$ cat src/rtl/pwm2_seq_pkg.sv
package pwm2_seq_pkg;
  typedef enum logic [1:0] {
    PH_IDLE = 2'd0,
    PH_LOW  = 2'd1,
    PH_DEAD = 2'd2,
    PH_HIGH = 2'd3
  } ph_state_t;
endpackage

$ cat src/rtl/pwm_timebase.sv
module pwm_timebase #(
  parameter int PERIOD = 48,
  localparam int CW = $clog2(PERIOD)
) (
  input  logic          clk_i,
  input  logic          rst_i,
  input  logic          run_i,
  output logic [CW-1:0] pos_o
);
  always_ff @(posedge clk_i) begin
    if (rst_i || !run_i)                pos_o <= '0;
    else if (pos_o == CW'(PERIOD - 1))  pos_o <= '0;
    else                                pos_o <= pos_o + 1'b1;
  end
endmodule

$ cat src/rtl/pwm_phase_seq.sv
module pwm_phase_seq
  import pwm2_seq_pkg::*;
#(
  parameter int PERIOD = 48,
  parameter int OFFSET = 0,
  parameter int FORCED = 16,
  parameter int DEAD   = 2,
  parameter int SAMPLE = 8,
  localparam int CW = $clog2(PERIOD),
  localparam int DW = $clog2(DEAD + 1)
) (
  input  logic          clk_i,
  input  logic          rst_i,
  input  logic          run_i,
  input  logic [CW-1:0] pos_i,
  input  logic          cmp_i,
  output logic          hi_o,
  output logic          lo_o,
  output logic          smp_o
);
  logic [CW-1:0] lpos;
  ph_state_t     st_q, st_n;
  logic [DW-1:0] dcnt_q, dcnt_n;

  // position of the shared counter relative to this phase's cycle start
  always_comb begin
    if (pos_i >= CW'(OFFSET)) lpos = pos_i - CW'(OFFSET);
    else                      lpos = pos_i + CW'(PERIOD - OFFSET);
  end

  always_comb begin
    st_n   = st_q;
    dcnt_n = dcnt_q;
    if (lpos == '0) begin
      st_n = PH_LOW;
    end else begin
      case (st_q)
        PH_LOW: begin
          if (lpos >= CW'(FORCED) && cmp_i) begin
            st_n   = PH_DEAD;
            dcnt_n = DW'(DEAD - 1);
          end
        end
        PH_DEAD: begin
          if (dcnt_q == '0) st_n = PH_HIGH;
          else              dcnt_n = dcnt_q - 1'b1;
        end
        default: ;
      endcase
    end
  end

  always_ff @(posedge clk_i) begin
    if (rst_i || !run_i) begin
      st_q   <= PH_IDLE;
      dcnt_q <= '0;
      hi_o   <= 1'b0;
      lo_o   <= 1'b0;
      smp_o  <= 1'b0;
    end else begin
      st_q   <= st_n;
      dcnt_q <= dcnt_n;
      hi_o   <= (st_n == PH_HIGH);
      lo_o   <= (st_n == PH_LOW);
      smp_o  <= (st_q == PH_LOW) && (lpos == CW'(SAMPLE));
    end
  end
endmodule

$ cat src/rtl/pwm2_interleave_seq.sv
module pwm2_interleave_seq #(
  parameter int PERIOD  = 48,
  parameter int DEAD    = 2,
  parameter int N_PHASE = 2
) (
  input  logic               clk_i,
  input  logic               rst_i,
  input  logic               en_i,
  input  logic               kill_i,
  input  logic [N_PHASE-1:0] cmp_i,
  output logic [N_PHASE-1:0] hi_drv_o,
  output logic [N_PHASE-1:0] lo_drv_o,
  output logic [N_PHASE-1:0] isample_o
);
  localparam int CW     = $clog2(PERIOD);
  localparam int FORCED = PERIOD / 3;
  localparam int SAMPLE = FORCED / 2;

  logic          run;
  logic [CW-1:0] pos;

  assign run = en_i && !kill_i;

  pwm_timebase #(.PERIOD(PERIOD)) u_tb (
    .clk_i (clk_i),
    .rst_i (rst_i),
    .run_i (run),
    .pos_o (pos)
  );

  for (genvar p = 0; p < N_PHASE; p++) begin : g_phase
    pwm_phase_seq #(
      .PERIOD (PERIOD),
      .OFFSET ((p * PERIOD) / N_PHASE),
      .FORCED (FORCED),
      .DEAD   (DEAD),
      .SAMPLE (SAMPLE)
    ) u_ph (
      .clk_i (clk_i),
      .rst_i (rst_i),
      .run_i (run),
      .pos_i (pos),
      .cmp_i (cmp_i[p]),
      .hi_o  (hi_drv_o[p]),
      .lo_o  (lo_drv_o[p]),
      .smp_o (isample_o[p])
    );
  end
endmodule

$ cat config.mk
export PLATFORM = sky130hd
export DESIGN_NAME = pwm2_interleave_seq
export DESIGN_NICKNAME = d
export VERILOG_FILES = /design/src/rtl/pwm2_seq_pkg.sv /design/src/rtl/pwm_timebase.sv /design/src/rtl/pwm_phase_seq.sv /design/src/rtl/pwm2_interleave_seq.sv
export SDC_FILE = /design/constraint.sdc
export NUM_CORES = 1
export LEC_CHECK = 0
export BUFFER_PORTS_ARGS = -buffer_cell sky130_fd_sc_hd__buf_2
export CORE_MARGIN = 4
export CORE_UTILIZATION = 52
export DETAILED_ROUTE_END_ITERATION = 12
export GPL_ROUTABILITY_DRIVEN = 0
export PLACE_DENSITY = 0.72
export SLEW_MARGIN = 5
export SYNTH_ARGS = -nofsm -noshare
export SYNTH_HDL_FRONTEND = slang
export SYNTH_SLANG_ARGS = --single-unit
$ cat constraint.sdc
create_clock -name clk_i -period 2.95 [get_ports clk_i]
set_input_delay 0.4425 -clock clk_i [delete_from_list [all_inputs] [get_ports clk_i]]
set_output_delay 0.4425 -clock clk_i [all_outputs]
set_load 0.01 [all_outputs]
==> impl_metrics.env, run 1 <==
export IMPL_status="finished clean"
export IMPL_hp_class="reg2reg"
export IMPL_min_period_ns=2.30
export IMPL_critPathSlowestCell="dfxtp_1"
export IMPL_finalInstanceArea_sq_um=1230
export IMPL_synth_top_area_cell="dfxtp_1"
export IMPL_crit_path_end_kind="flop"
export IMPL_maxSlewHeadroom=0.767
export IMPL_crit_top_cell="nand2_1"
export IMPL_cts_sinks=20
export IMPL_critPathBufInv=1
export IMPL_drc=0
export IMPL_max_freq_ghz=0.435
export IMPL_rsz0062_at_grt="no"
export IMPL_setup_violations=0
export IMPL_slew_violations=0
export IMPL_grt_pass1_wl_mm=3.42
export IMPL_synth_edf_count=0
export IMPL_core_area_sq_um=2020
export IMPL_drtIter0Drc=7
export IMPL_cts_buffers=3
export IMPL_met3_usage=0.0241
export IMPL_hold_violations=0
export IMPL_cap_violations=0
export IMPL_post_route_util=0.610
export IMPL_cts_root_buf="clkbuf_4"
export IMPL_die_x_um=55.1
export IMPL_area_growth_pct=7.07
export IMPL_synth_fp_nets=157
export IMPL_io_buffers=11
export IMPL_floorplan_rows=16
export IMPL_fillers=191
export IMPL_met1_usage=0.183
export IMPL_synthFlopType="dfxtp_1"
export IMPL_synth_seq_cells=20
export IMPL_clk_insertion_delay_late_ns=0.31
export IMPL_die_area_sq_um=3030
export IMPL_worstPathCellList="inv_1 -> ha_1 -> nand2_1 -> nand2_1 -> mux2_4 -> a211o_1 -> or3_1 -> a21oi_1"
export IMPL_vias_per_cell=5.33
export IMPL_critical_path_class="reg2reg"
export IMPL_wirelength_mm=1.98
export IMPL_ff2ff_path_depth=8
export IMPL_synthesis_area_sq_um=1150
export IMPL_static_leakage_power_nw=0.509
export IMPL_netlist_instances=138
export IMPL_ant_nets=0
export IMPL_wl_per_cell_um=11.6
export IMPL_grt_max_degree=14
export IMPL_place_area_sq_um=1180
export IMPL_cts_setup_buffers=0
export IMPL_worst_slew_pin_slew_ns=0.346
export IMPL_peakVddDrop_v=0.000281
export IMPL_finalClockSkew_ns=0.0126
export IMPL_netlist_top_cells_area="dfxtp_1 (35%), ha_1 (14%), inv_1 (5.9%)"
export IMPL_clockBufferDepth=2
export IMPL_cp_start_kind="flop"
export IMPL_h_tree_depth=1
export IMPL_cts_tree="done"
export IMPL_gr_usage_met2=0.264
export IMPL_power_density_nw_per_um2=426
export IMPL_cp_endpoint="g_phase[1].u_ph.dcnt_q[1]"
export IMPL_drive_gt1_frac=0.125
export IMPL_syn_avg_cell_area_sq_um=8.34
export IMPL_crit_required_ns=3.19
export IMPL_startpoint="u_tb.pos_o[3]"
export IMPL_dp_cells=167
export IMPL_synth_top_area_share=0.348
export IMPL_grt_pass1_vias=844
export IMPL_crit_family="compound AO/OA/AOI/OAI gates"
export IMPL_synthArstFlopShare=0
export IMPL_finalNonFillerCells=171
export IMPL_setup_tns_final_ns=0
export IMPL_critical_path_max_stage_delay_ns=0.45
export IMPL_ios=12
export IMPL_fin_nets=164
export IMPL_synth_cell_types=35
export IMPL_worst_path_max_fanout=6
export IMPL_r2r_end="g_phase[1].u_ph.dcnt_q[1]"
export IMPL_ys_seq_area_frac=0.348
export IMPL_floorplan_initialDensity=0.569
export IMPL_ctsHoldBuffers=0
export IMPL_cts_repair_resized=0
export IMPL_cts_clk_slew_worst_paths_ns=0.13
export IMPL_die_h_um=55.1
export IMPL_busiest_layer="met2"
export IMPL_antenna_found_initial=0
export IMPL_antenna_cells=0
export IMPL_synth_most_common_cell="dfxtp_1"
export IMPL_r2r_slack_ns=0.65
export IMPL_cp_depth=8
export IMPL_netlist_top_cells_count="dfxtp_1 (20), inv_1 (18), nor2_1 (16), ha_1 (13)"
export IMPL_grt_overflow_total=0
export IMPL_drtPass1Iterations=4
export IMPL_critPathArrivalTime_ns=2.54
export IMPL_whs_ns=0.479
export IMPL_reg2reg_from="u_tb.pos_o[3]"
export IMPL_yosysWarningCount=0
export IMPL_vias=911
export IMPL_grtUsageTotal=0.157
export IMPL_dpl_hpwl_mm=1.48
export IMPL_fin_crit_sh=0.779
==> worst min-delay path by stage <==
stage	start	to	slack [ns]	cells past startpoint
2_1_floorplan	g_phase[1].u_ph.dcnt_q[1]	g_phase[1].u_ph.dcnt_q[1]	0.43	2
3_3_place_gp	g_phase[1].u_ph.dcnt_q[1]	g_phase[1].u_ph.dcnt_q[1]	0.44	2
3_5_place_dp	g_phase[1].u_ph.dcnt_q[1]	g_phase[1].u_ph.dcnt_q[1]	0.46	2
4_1_cts	g_phase[1].u_ph.dcnt_q[1]	g_phase[1].u_ph.dcnt_q[1]	0.48	2
5_1_grt	g_phase[0].u_ph.dcnt_q[1]	g_phase[0].u_ph.dcnt_q[1]	0.52	2
6_report	g_phase[1].u_ph.dcnt_q[1]	g_phase[1].u_ph.dcnt_q[1]	0.48	2
==> flip-flops by register name, summed over array words and instances (netlist names) <==
| signal | flops |
|---|---|
| g_phase.u_ph.dcnt_q | 4 |
| g_phase.u_ph.hi_o | 2 |
| g_phase.u_ph.smp_o | 2 |
| g_phase.u_ph.st_q | 4 |
| g_phase.u_ph.lo_o | 2 |
| u_tb.pos_o | 6 |
==> metal layers <==
metal  routed length [um]  vias up
met1                  924      421
met2                  920       14
met5                    0        -
li1                     -      472
met3                   91        4
met4                   46        0
==> power by group <==
group,total [W],switching [W],internal [W]
logic,0.0000194,0.0000108,0.00000853
registers,0.000274,0.00000195,0.000272
clock network,0.000231,0.0000939,0.000137
total,0.000525,0.000107,0.000418
==> metrics by stage <==
| step | setup WS [ns] | power (W) |
|---|---|---|
| finish | 0.653 | 0.000525 |
| global route | 0.536 | 0.000543 |
| CTS | 0.676 | 0.000529 |
| detailed placement | 0.724 | 0.000299 |
| global placement | 0.812 | 0.000299 |
| floorplan | 0.874 | 0.000293 |
==> final cells by class <==
class	count	area, sq um	area share
Multi-Input combinational cell	91	623	0.506
Sequential cell	20	400	0.325
Inverter	18	67.6	0.0548
Timing Repair Buffer	11	55.1	0.0447
Tap cell	27	33.8	0.0274
Clock inverter	1	30.0	0.0244
Clock buffer	3	22.5	0.0183
==> worst min-delay path: cells and delay by family (launching register included) <==
family / cells / cell delay [ns]
AOI/OAI and AO/OA: 1 / 0.05
and+or+nand+nor: 1 / 0.05
DFF: 1 / 0.33
==> cell usage in the layout (no fill, tap or decap) <==
cell / count
nor2_1: 16
o211a_1: 1
xnor2_1: 4
a31oi_1: 1
a221oi_1: 1
dfxtp_1: 20
buf_2: 11
mux2_4: 1
a211o_1: 1
nand2b_1: 2
a221o_1: 1
clkbuf_4: 3
or3b_2: 1
o21ai_0: 5
a21boi_0: 1
o221ai_1: 1
o31a_1: 2
ha_1: 13
o31ai_1: 1
nand3_1: 3
nor2b_1: 1
nor4_1: 2
o21bai_1: 1
nor3_1: 5
bufinv_16: 1
mux2_2: 1
xor2_1: 1
a211oi_1: 1
nand3b_1: 2
inv_1: 18
and2_1: 2
nand2_1: 8
a21oi_1: 8
or3_1: 1
nor4b_1: 1
nand4_1: 2
==> logic make-up (layout without fill, tap and decap cells) <==
group	count (synthesis)	in the layout	share of synthesized area
multiplexers	2	2	0.0228
flip-flops	20	20	0.348
buffers and inverters	27	33	0.111
XOR/XNOR	5	5	0.0380
AO/OA/AOI/OAI	25	25	0.143
adder cells (fa/ha/maj)	13	13	0.141
AND/OR/NAND/NOR	46	46	0.196
Power figures use the tool's default switching activity.
==> inputs of run 2 (changes only) <==
--- a/config.mk
+++ b/config.mk
@@ -5,6 +5,7 @@
 export SDC_FILE = /design/constraint.sdc
 export NUM_CORES = 1
 export LEC_CHECK = 0
+export ABC_AREA = 1
 export BUFFER_PORTS_ARGS = -buffer_cell sky130_fd_sc_hd__buf_2
 export CORE_MARGIN = 4
 export CORE_UTILIZATION = 52
==> constraint.sdc (replaced) <==
create_clock -name clk_i -period 2.3 [get_ports clk_i]
set_input_delay 0.345 -clock clk_i [delete_from_list [all_inputs] [get_ports clk_i]]
set_output_delay 0.345 -clock clk_i [all_outputs]
set_load 0.01 [all_outputs]
==> run 2 against run 1 <==
Clock skew shrank 0.010 ns; critical endpoint is now g_phase[1].u_ph.lo_o; first-iteration DRC count grew to 3.1 times the previous value; worst hold slack got worse by 0.021 ns; utilization is 4.2 points lower; combinational power increased by 34%; global-route usage decreased by 2.0 points; non-clock buffer count increased by 1; power grew 2.4%; clock power fell by 30%; sequential share of layout area fell by 0.61 points; routed wire length grew 1.3%; largest cell class unchanged; register-to-register slack got worse by 0.16 ns.
==> impl_metrics.env, run 2 <==
export IMPL_slew_violations=0
export IMPL_final_cell_mix="nand2_1 (37), inv_1 (30), dfxtp_1 (20)"
export IMPL_netlist_instances=167
export IMPL_syn_avg_cell_area_sq_um=7.21
export IMPL_p_total_w=0.000537
export IMPL_synth_cell_types=23
export IMPL_hold_violations=0
export IMPL_setup_tns_final_ns=0
export IMPL_whs_ns=0.458
export IMPL_pwr_share_seq=0.652
export IMPL_rsz0062_at_grt="no"
export IMPL_grt_overflow_total=0
export IMPL_ant_nets=0
export IMPL_finalNonFillerCells=202
export IMPL_synthesis_area_sq_um=1200
export IMPL_cts_clk_slew_worst_paths_ns=0.11
export IMPL_wl_per_cell_um=9.95
export IMPL_yosysWarningCount=0
export IMPL_top_register="u_tb.pos_o"
export IMPL_cts_buffers=3
export IMPL_power_density_nw_per_um2=428
export IMPL_fin_crit_sh=0.786
export IMPL_clockBufferDepth=2
export IMPL_netSwitchingFraction=0.217
export IMPL_synth_top_area_cell="dfxtp_1"
export IMPL_grt_pass1_vias=924
export IMPL_antenna_cells=0
export IMPL_io_buffers=11
export IMPL_cts_root_buf="clkbuf_4"
export IMPL_synth_most_common_cell="nand2_1"
export IMPL_p_sw_w=0.000117
export IMPL_ios=12
export IMPL_crit_required_ns=2.54
export IMPL_drtPass1Iterations=4
export IMPL_grtUsageTotal=0.137
export IMPL_synth_top_area_share=0.333
export IMPL_floorplan_rows=17
export IMPL_hp_class="in2reg"
export IMPL_crit_path_end_kind="flop"
export IMPL_synth_seq_cells=20
export IMPL_drc=0
export IMPL_critical_path_class="reg2reg"
export IMPL_critPathArrivalTime_ns=2.05
export IMPL_fillers=220
export IMPL_area_growth_pct=4.37
export IMPL_post_route_util=0.568
export IMPL_top_layer="met4"
export IMPL_max_freq_ghz=0.554
export IMPL_worst_path_max_fanout=7
export IMPL_min_period_ns=1.81
export IMPL_vias=980
export IMPL_wl_met2_um=961
export IMPL_cts_sinks=20
export IMPL_core_area_sq_um=2210
export IMPL_dp_cells=199
export IMPL_ctsHoldBuffers=0
export IMPL_wl_met3_um=48
export IMPL_vias_per_cell=4.85
export IMPL_antenna_found_initial=0
export IMPL_cp_start_kind="flop"
export IMPL_die_area_sq_um=3150
export IMPL_synthFlopType="dfxtp_1"
export IMPL_grt_pass1_wl_mm=3.56
export IMPL_status="finished clean"
export IMPL_netlist_top_cells_area="dfxtp_1 (33%), ha_1 (14%), nand2_1 (12%)"
export IMPL_cts_repair_resized=0
export IMPL_cts_setup_buffers=0
export IMPL_worst_slew_pin_slew_ns=0.669
export IMPL_static_leakage_power_nw=0.614
export IMPL_final_common_cell="nand2_1"
export IMPL_top_regs="u_tb.pos_o: 6 flops, g_phase.u_ph.dcnt_q: 4 flops, g_phase.u_ph.st_q: 4 flops"
export IMPL_dpl_hpwl_mm=1.62
export IMPL_die_x_um=56.1
export IMPL_floorplan_initialDensity=0.544
export IMPL_peakVddDrop_v=0.000309
export IMPL_internal_power_w=0.000420
export IMPL_cts_tree="done"
export IMPL_grt_max_degree=12
export IMPL_cap_violations=0
export IMPL_p_clk_frac=0.299
export IMPL_die_h_um=56.1
export IMPL_ys_seq_area_frac=0.333
export IMPL_drive_gt1_frac=0.138
export IMPL_m1WireLength_um=973
export IMPL_drtIter0Drc=22
export IMPL_largest_reg_flops=6
export IMPL_finalClockSkew_ns=0.00239
export IMPL_h_tree_depth=1
export IMPL_maxSlewHeadroom=0.549
export IMPL_fin_nets=195
export IMPL_synth_edf_count=0
export IMPL_setup_violations=0
export IMPL_synthArstFlopShare=0
export IMPL_netlist_top_cells_count="nand2_1 (37), inv_1 (30), dfxtp_1 (20), nor2_1 (15), ha_1 (13)"
export IMPL_comb_power_share=0.048
export IMPL_wirelength_mm=2.01
export IMPL_clk_insertion_delay_late_ns=0.29
export IMPL_synth_fp_nets=186
-- run 2: cell types whose count changed in the layout (fill, tap and decap cells not counted), sizes merged, moves of 3 or more --
cell | previous run | this run
nor2 | 16 | 19
xnor2 | 4 | 0
inv | 18 | 30
nand2 | 8 | 40
nand3 | 3 | 10
-- run 2: power by group through the flow --
stage               Clock, W  Sequential (W)  Combinational [W]
detailed placement         0        0.000359          0.0000265
finish              0.000161        0.000350          0.0000260
CTS                 0.000167        0.000351          0.0000264
floorplan                  0        0.000358          0.0000193
global placement           0        0.000358          0.0000260
global route        0.000176        0.000351          0.0000298
-- run 2: final timing paths --
path                                  start                   endpoint  slack [ns]  depth (start not counted)
setup / recovery              u_tb.pos_o[3]       g_phase[1].u_ph.lo_o        0.49                         12
hold / removal                        rst_i  g_phase[1].u_ph.dcnt_q[1]        0.46                          5
setup reg to reg              u_tb.pos_o[3]       g_phase[1].u_ph.lo_o        0.49                         12
hold reg to reg   g_phase[0].u_ph.dcnt_q[1]  g_phase[0].u_ph.dcnt_q[1]        0.48                          2
-- run 2: stage by stage --
stage	setup slack [ns]	instance area (sq um)
2_1_floorplan	0.711	1200
4_1_cts	0.493	1260
3_3_place_gp	0.631	1230
5_1_grt	0.302	1260
3_5_place_dp	0.547	1230
6_report	0.493	1260
-- run 2: kinds of logic (layout without fill, tap and decap cells) --
family                   after synthesis  after routing  share of synthesized area
adder cells (fa/ha/maj)               13             13                      0.135
flip-flops                            20             20                      0.333
AND/OR/NAND/NOR                       77             77                      0.291
AO/OA/AOI/OAI                         19             19                     0.0915
buffers and inverters                 38             45                      0.150
-- run 2: critical path, stage by stage, from the launching register on --
cell,delay (ns)
dfxtp_1,0.43
inv_1,0.15
ha_1,0.33
o21bai_1,0.16
nor2_1,0.12
nand2_2,0.08
nand3_1,0.09
nand2_1,0.07
nand2_1,0.06
nand2_1,0.04
nand2_1,0.08
nand2_1,0.08
nor2_2,0.08
-- run 2: metal layers --
metal  vias up  track usage
met3         4       0.0232
li1        527            -
met2        12        0.237
met4         0       0.0644
met1       437        0.163
met5         -            0
-- run 2: area by class of cell --
class / count / area (sq um) / share of cell area
well taps: 28 / 35.0 / 0.0279
flip-flops and latches: 20 / 400 / 0.319
inverters: 30 / 113 / 0.0896
clock buffers: 3 / 22.5 / 0.0179
repair buffers: 12 / 62.6 / 0.0498
multi-input cells: 109 / 623 / 0.496
